--- src/rtl/dbg_pin_pkg.sv ---
package dbg_pin_pkg;

    typedef enum logic [2:0] {
        ST_IDLE,
        ST_LOW,
        ST_SYNC_WAIT,
        ST_SYNC_DRV,
        ST_TX_LOW,
        ST_TX_SPD
    } pin_state_e;

    typedef struct packed {
        logic oe;
        logic out;
    } pin_drive_t;

    function automatic int imax(input int a, input int b);
        return (a > b) ? a : b;
    endfunction

    // Wire drive implied by each controller state
    function automatic pin_drive_t drive_of(input pin_state_e s);
        pin_drive_t d;
        case (s)
            ST_SYNC_DRV, ST_TX_LOW: d = '{oe: 1'b1, out: 1'b0};
            ST_TX_SPD:              d = '{oe: 1'b1, out: 1'b1};
            default:                d = '{oe: 1'b0, out: 1'b0};
        endcase
        return d;
    endfunction

endpackage

--- src/rtl/dbg_pin_sync.sv ---
module dbg_pin_sync (
    input  logic clk,
    input  logic rst,
    input  logic pin_async,
    output logic lvl,
    output logic fall
);
    logic s1, s2, s3;

    always_ff @(posedge clk) begin
        if (rst) begin
            s1 <= 1'b1;
            s2 <= 1'b1;
            s3 <= 1'b1;
        end else begin
            s1 <= pin_async;
            s2 <= s1;
            s3 <= s2;
        end
    end

    assign lvl  = s2;
    assign fall = s3 & ~s2;
endmodule

--- src/rtl/dbg_pin_timeout.sv ---
module dbg_pin_timeout #(
    parameter int TIMEOUT_CYC = 512
) (
    input  logic clk,
    input  logic rst,
    input  logic restart,
    input  logic halt,
    output logic expire
);
    localparam int TW = $clog2(TIMEOUT_CYC);
    localparam logic [TW-1:0] T_LAST = TW'(TIMEOUT_CYC - 1);

    logic [TW-1:0] tmr;
    logic          armed;

    assign expire = armed && (tmr == T_LAST) && !restart;

    always_ff @(posedge clk) begin
        if (rst) begin
            tmr   <= '0;
            armed <= 1'b0;
        end else if (restart) begin
            tmr   <= '0;
            armed <= 1'b1;
        end else if (halt) begin
            armed <= 1'b0;
        end else if (armed) begin
            if (tmr == T_LAST) armed <= 1'b0;
            else               tmr   <= tmr + 1'b1;
        end
    end
endmodule

--- src/rtl/dbg_pin_ctrl.sv ---
module dbg_pin_ctrl
    import dbg_pin_pkg::*;
#(
    parameter int SYNC_CYC    = 128,
    parameter int TX_LOW_CYC  = 13,
    parameter int TIMEOUT_CYC = 512,
    parameter int RX_THRESH   = 10
) (
    input  logic clk,
    input  logic rst,
    input  logic pin_in,
    output logic pin_out,
    output logic pin_oe,
    input  logic tx_req,
    input  logic tx_bit,
    output logic soft_rst,
    output logic sync_done,
    output logic rx_valid,
    output logic rx_bit
);
    localparam int CW = $clog2(imax(SYNC_CYC, TX_LOW_CYC) + 1);
    localparam logic [CW-1:0] SYNC_FULL = CW'(SYNC_CYC);
    localparam logic [CW-1:0] SYNC_LAST = CW'(SYNC_CYC - 1);
    localparam logic [CW-1:0] TX_LAST   = CW'(TX_LOW_CYC - 1);
    localparam logic [CW-1:0] RX_THR    = CW'(RX_THRESH);

    pin_state_e    state;
    logic [CW-1:0] cnt;
    logic          pend, pbit;
    logic          lvl, fall, expire, restart, halt;
    pin_drive_t    drv;

    dbg_pin_sync u_sync (
        .clk       (clk),
        .rst       (rst),
        .pin_async (pin_in),
        .lvl       (lvl),
        .fall      (fall)
    );

    // Only host falls seen while idle count as activity
    assign restart = (state == ST_IDLE) && fall;
    assign halt    = (state == ST_LOW) && !lvl && (cnt == SYNC_FULL);

    dbg_pin_timeout #(.TIMEOUT_CYC(TIMEOUT_CYC)) u_tmo (
        .clk     (clk),
        .rst     (rst),
        .restart (restart),
        .halt    (halt),
        .expire  (expire)
    );

    assign drv     = drive_of(state);
    assign pin_oe  = drv.oe;
    assign pin_out = drv.out;

    always_ff @(posedge clk) begin
        if (rst) begin
            state     <= ST_IDLE;
            cnt       <= '0;
            pend      <= 1'b0;
            pbit      <= 1'b0;
            soft_rst  <= 1'b0;
            sync_done <= 1'b0;
            rx_valid  <= 1'b0;
            rx_bit    <= 1'b0;
        end else begin
            soft_rst  <= expire;
            sync_done <= 1'b0;
            rx_valid  <= 1'b0;
            case (state)
                ST_IDLE: begin
                    if (fall) begin
                        if (pend) begin
                            pend <= 1'b0;
                            if (!pbit) begin
                                state <= ST_TX_LOW;
                                cnt   <= '0;
                            end
                        end else begin
                            state <= ST_LOW;
                            cnt   <= CW'(1);
                        end
                    end
                end
                ST_LOW: begin
                    if (lvl) begin
                        rx_valid <= 1'b1;
                        rx_bit   <= (cnt < RX_THR);
                        state    <= ST_IDLE;
                    end else if (cnt == SYNC_FULL) begin
                        state <= ST_SYNC_WAIT;
                    end else begin
                        cnt <= cnt + 1'b1;
                    end
                end
                ST_SYNC_WAIT: begin
                    if (lvl) begin
                        state <= ST_SYNC_DRV;
                        cnt   <= '0;
                    end
                end
                ST_SYNC_DRV: begin
                    if (cnt == SYNC_LAST) begin
                        state     <= ST_IDLE;
                        sync_done <= 1'b1;
                    end else begin
                        cnt <= cnt + 1'b1;
                    end
                end
                ST_TX_LOW: begin
                    if (cnt == TX_LAST) state <= ST_TX_SPD;
                    else                cnt   <= cnt + 1'b1;
                end
                ST_TX_SPD: state <= ST_IDLE;
                default:   state <= ST_IDLE;
            endcase
            if (tx_req) begin
                pend <= 1'b1;
                pbit <= tx_bit;
            end
            if (expire) begin
                state <= ST_IDLE;
                pend  <= 1'b0;
            end
        end
    end
endmodule

--- config.mk ---
export PLATFORM = sky130hd
export DESIGN_NAME = dbg_pin_ctrl
export DESIGN_NICKNAME = d
export VERILOG_FILES = /design/src/rtl/dbg_pin_pkg.sv /design/src/rtl/dbg_pin_sync.sv /design/src/rtl/dbg_pin_timeout.sv /design/src/rtl/dbg_pin_ctrl.sv
export SDC_FILE = /design/constraint.sdc
export NUM_CORES = 1
export LEC_CHECK = 0
export ABC_CLOCK_PERIOD_IN_PS = 2120
export BUFFER_PORTS_ARGS = -buffer_cell sky130_fd_sc_hd__buf_4
export CORE_MARGIN = 2
export CORE_UTILIZATION = 45
export DETAILED_ROUTE_END_ITERATION = 8
export HOLD_SLACK_MARGIN = 0.02
export PLACE_DENSITY_LB_ADDON = 0.15
export SETUP_SLACK_MARGIN = 0.1
export SLEW_MARGIN = 40
export SYNTH_ARGS = -nofsm -noshare
export SYNTH_HDL_FRONTEND = slang
export SYNTH_HIERARCHICAL = 1
export SYNTH_SLANG_ARGS = --single-unit
--- constraint.sdc ---
create_clock -name clk -period 2.12 [get_ports clk]
set_input_delay 0.212 -clock clk [delete_from_list [all_inputs] [get_ports clk]]
set_output_delay 0.212 -clock clk [all_outputs]
set_load 0.1 [all_outputs]
* After elaboration in Yosys (flattened, before gate mapping)
Index checks and enable logic that the tools add are counted.
Word-level totals: register bits after elaboration 30, bits in latches 0, RAM bits 0, ROM bits 0, input port bits 5, output and inout bits 6, word-level logic and storage cells 90, memories kept 0
Cells by class: add/subtract/negate cells 2, $mul 0, divide/modulo/power cells 0, magnitude comparators 1, eq/ne operators 19, shifts and indexed selects 0, mux-type cells 28, bitwise logic cells 6, reduce and logical (&&, ||, !) cells 21
Operators by type and width (number):
- $mux 8 | 8
- $pmux 8 s5 | 1
- $mux 3 | 8
- $pmux 3 s5 | 1
- $ne 2x2->1 const B | 7
- $reduce_or 2->1 | 5
- $add 9x1->9 const B | 1
- $eq 9x9->1 const B | 1
- $mux 1 | 9
- $add 8x1->8 const B | 1
- $eq 8x4->1 const B | 1
- $eq 8x7->1 const B | 1
- $eq 8x8->1 const B | 1
- $lt 8x4->1 const B | 1
- $reduce_and 8->1 | 1
- $eq 3x2->1 const B | 2
- $eq 3x3->1 const B | 2
- $reduce_and 6->1 | 1
- $logic_and 1x1->1 | 5
- $not 1->1 | 5
- $reduce_bool 5->1 | 1
- $pmux 2 s2 | 1
- $reduce_and 2->1 | 2
- $reduce_bool 2->1 | 2
- other kinds (8) | 9

* Depth between registers and ports, before layout
depth after elaboration 6, mapped depth 9, gate-level depth less buffers 8

* Modules after synthesis
The synthesis kept the hierarchy.
By module, submodules not included:
- dbg_pin_ctrl | instances 1, cells an instance 132, area each 1043.5 µm², sequential area each 340.3 µm²
- dbg_pin_timeout | instances 1, cells an instance 57, area each 480.5 µm², sequential area each 200.2 µm²
- dbg_pin_sync | instances 1, cells an instance 7, area each 85.1 µm², sequential area each 60.1 µm²

* Worst setup path after synthesis
OpenSTA, ideal clock, no wires.
path type register to output, start point reg state[2], end point out pin_out, data arrival time 1.859 ns, data required time 1.908 ns, setup slack 0.049 ns, cell stages (with the launch flop) 4, buffers on the path 1, cell sequence dfxtp_1 buf_2 nand2b_1 nor2_1
On the way: word-level cells in the longest chain between the ends 3, elaborated cells on any way between the ends 5, classes of those cells 3 x eq/ne; 1 x mux; 1 x reduce/logical
Ends and longest elaborated chain:
- start, declared | RTL line dbg_pin_ctrl.sv:27 | pin_state_e state;
- start signal, assigned | RTL line dbg_pin_ctrl.sv:59 | state <= ST_IDLE;
- start signal, assigned | RTL line dbg_pin_ctrl.sv:77 | state <= ST_TX_LOW;
- start signal, assigned | RTL line dbg_pin_ctrl.sv:81 | state <= ST_LOW;
- $eq 3x3->1 / $eq 3x2->1 (equally long branches) | RTL line dbg_pin_pkg.sv:24 | case (s)
- $reduce_or 2->1 | RTL line dbg_pin_pkg.sv:24
- $pmux 2 s2 * | RTL line dbg_pin_pkg.sv:24
- end, declared | RTL line dbg_pin_ctrl.sv:12 | output logic pin_out,
Mark *: on every way between the ends. The rest lies on a longest branch, timed or not.

* Final worst setup path
start point reg cnt[0], end point reg u_tmo.tmr[5]
On the way: word-level cells in the longest chain between the ends 4
Ends and longest elaborated chain:
- start, declared | RTL line dbg_pin_ctrl.sv:28 | logic [CW-1:0] cnt;
- start signal, assigned | RTL line dbg_pin_ctrl.sv:94 | cnt <= cnt + 1'b1;
- start signal, assigned | RTL line dbg_pin_ctrl.sv:108 | cnt <= cnt + 1'b1;
- start signal, assigned | RTL line dbg_pin_ctrl.sv:113 | else cnt <= cnt + 1'b1;
- $eq 8x8->1 | RTL line dbg_pin_ctrl.sv:43 | assign halt = (state == ST_LOW) && !lvl && (cnt == SYNC_FULL);
- $logic_and 1x1->1 | RTL line dbg_pin_ctrl.sv:43
- named net halt | RTL line dbg_pin_ctrl.sv:30 | logic lvl, fall, expire, restart, halt;
- $not 1->1 (no source line)
- $reduce_and 3->1 (no source line)
- end signal, assigned | RTL line dbg_pin_timeout.sv:29 | else tmr <= tmr + 1'b1;
- end, declared | RTL line dbg_pin_timeout.sv:13 | logic [TW-1:0] tmr;
The timed path passes the listed nets, and every way through them passes these cells. A chain may end at the register's enable or synchronous reset.

==> impl_metrics.py <==
metrics = {
    "layout": {
        "n_antenna_cell": 0,
        "nets": 231,
        "layout-drive-gt1-share_pct": 28.3,
        "area_growth_pct": 22.2,
    },
    "sta": {
        "setup_viol": 0,
        "fin_skew_ps": 11.1,
        "fmax_mhz": 511,
        "max_slew_margin_pct": 63.2,
        "rsz0062_at_grt": "yes",
        "worst_slew_pin_slew_ps": 553,
        "hold_viol": 0,
        "setup_tns_ps": 0,
        "holdWs_ps": 62.1,
        "finalCriticalPeriod_ps": 1960,
        "post-route-period-util_pct": 92.3,
        "slew_viol_final": 0,
    },
    "placement": {
        "dp_hpwl_um": 2410,
        "io_buffers": 10,
        "gp_congestion": 0.853,
    },
    "setup_path": {
        "critPathKind": "reg2reg",
        "critPathArrivalTime_ps": 2230,
        "rrSetupSlack_ps": 160,
        "cp.required_ps": 2390,
        "cp_max_fo": 8,
        "critPathCaptureType": "flop",
        "setup.worst_path.start_class": "flop",
    },
    "floorplan": {
        "core_um2": 3390,
        "initial_core_util_pct": 47.5,
        "ios": 11,
        "die_x_um": 63.8,
        "std_cell_rows": 21,
        "fp.dieH_um": 63.8,
        "die-area_um2": 4070,
    },
    "synth": {
        "synth-compound-area-share_pct": 17.6,
        "synth.distinct_cells": 48,
        "synth.area.mux_share_pct": 1.32,
        "synth_common_cells": "dfxtp_1 (30), nor2_1 (19), nand2_1 (17)",
        "syn-mean-instance-area_um2": 8.21,
        "ys.flop_type": "dfxtp_1",
        "synth_top_cell_by_area": "dfxtp_1",
        "yosys.area_share.simple_pct": 35.6,
        "ys_seq_area_share_pct": 37.3,
        "synth_top_family_by_area": "simple AND/OR/NAND/NOR gates",
        "synth_edf_count": 0,
        "yosysMostFrequentCell": "dfxtp_1",
        "synth_nets": 205,
        "syn_area_um2": 1610,
        "yosys.area_share.xor_xnor_pct": 1.09,
        "ys_seq_elements": 30,
        "async_flop_share_pct": 0,
        "synthTopCellsByArea": "dfxtp_1 (37%), a21oi_1 (4.7%), nor2_1 (4.4%)",
        "synth.top_cell.area_share_pct": 37.3,
        "syn_inst": 196,
        "ys_warn_count": 6,
        "synthAdderAreaFrac_pct": 3.11,
    },
    "drt": {
        "drtAntennaViolNets": 0,
        "wl_met3_um": 138,
        "wl_met1_um": 1640,
        "wirelength_um": 3660,
        "dr.max_layer_used": "met4",
        "drt-initial-drc-count": 107,
        "dr_total_vias": 1531,
        "firstDrtPassIters": 4,
        "via_per_inst": 5.69,
        "wl_per_cell_um": 13.6,
        "drcViolationCount": 0,
        "wl_met2_um": 1820,
    },
    "global_route": {
        "antenna_found_initial": 0,
        "grtUsageTotal_pct": 18.9,
        "grt_pass1_wl_um": 6210,
        "overflow": 0,
        "grt_pass1_vias": 1438,
        "grt_max_degree": 23,
    },
    "power": {
        "clockPowerShare_pct": 29.4,
        "sw_frac_of_total_pct": 30.1,
        "p_int_w": 0.000850,
        "power-per-cell-area_nw_per_um2": 618,
        "leakage_nw": 0.711,
        "vdd_drop_max_mv": 0.437,
        "p_switching_w": 0.000366,
        "pwr-share-seq_pct": 49.4,
        "power_frac_comb_pct": 21.2,
        "power_w": 0.00122,
    },
    "worst_hold_path": {
        "hp-class": "in2reg",
    },
    "clocking": {
        "worstSkewPairLatency_ps": 330,
        "cts_buffers": 5,
        "cts_hold_buf": 0,
        "htreeDepth": 2,
        "clk_path_buf_depth": 2,
        "cts_tree": "built",
        "cts_sinks": 30,
        "clk_pin_slew_ps": 100,
        "cts.root.buffer_cell": "clkbuf_4",
    },
    "job": {
        "maxCapViolations": 0,
    },
    "outcome": {
        "status": "complete, no violations",
    },
}
==> worst paths after layout <==
check	startpoint	end	cells past startpoint
hold / removal	pin_in	u_sync/s1	2
setup / recovery	cnt[0]	u_tmo/tmr[5]	8
setup reg to reg	cnt[0]	u_tmo/tmr[5]	8
hold reg to reg	u_sync/s1	u_sync/lvl	1
==> logic make-up after synthesis <==
logic type / after synthesis
simple gates: 101
compound gates: 43
flops: 30
buf+inv: 14
fa+ha+maj: 4
xor+xnor: 2
mux: 2
==> final cells by class <==
cell class	count	area [um^2]
Timing Repair Buffer	26	195
Clock buffer	7	55.1
Inverter	7	26.3
Fill cell	303	1420
Multi-Input combinational cell	152	1020
Clock inverter	1	5.00
Tap cell	46	57.6
Sequential cell	30	607
==> sequential cells by signal, summed over array words and instances, names as in the netlist <==
register / cells
u_sync/s1: 1
u_tmo/tmr: 9
u_sync/lvl: 1
soft_rst: 1
sync_done: 1
u_sync/s3: 1
u_tmo/armed: 1
cnt: 8
state: 3
pbit: 1
rx_valid: 1
rx_bit: 1
pend: 1
==> per-stage QoR <==
stage	instance area, um^2	util, %	cells	setup slack, ps
final	1970	58.0	269	162
after global routing	1970	58.0	269	62.2
after CTS	1860	54.9	265	106
after detailed placement	1740	51.5	250	28.1
after global placement	1740	51.5	250	95.9
after floorplan	1610	-	196	132
==> cells in the final DEF (no fill, tap or decap), types with 6 or more instances in the layout <==
master and n:
nand2_1 16, nor2b_1 8, nor2_1 16, buf_4 26
dfxtp_1 25, nor3_1 9, a21oi_1 14, o21ai_1 6
inv_1 6, nand3_1 8
==> per-layer routing <==
metal,vias up,track usage [%]
met3,8,4.75
met2,36,32.0
met1,719,23.3
li1,768,-
met4,0,5.98
met5,-,0
==> critical path, cell delays in order (launching register included) <==
cell and delay [ps]:
dfxtp_2 350, inv_1 50, ha_2 170, nor3b_4 150
nand2_2 80, nor2_2 50, or3b_4 410, or4_4 530
a21oi_2 110
==> power groups by stage <==
| stage | clock (W) | sequential [W] | combinational, W |
|---|---|---|---|
| final | 0.000358 | 0.000601 | 0.000257 |
| after global routing | 0.000399 | 0.000604 | 0.000285 |
| after CTS | 0.000367 | 0.000600 | 0.000244 |
| after detailed placement | 0 | 0.000613 | 0.000229 |
| after global placement | 0 | 0.000612 | 0.000225 |
| after floorplan | 0 | 0.000624 | 0.000159 |
==> what timing repair did <==
item / 4_1_cts / 5_1_grt
setup buffers: 7 / 4
setup endpoints to repair: 4 / 10
endpoints found under the hold margin: 0 / 0
gates resized for setup: 3 / 19
pin swaps: 1 / 7
Power figures use the tool's default switching activity.
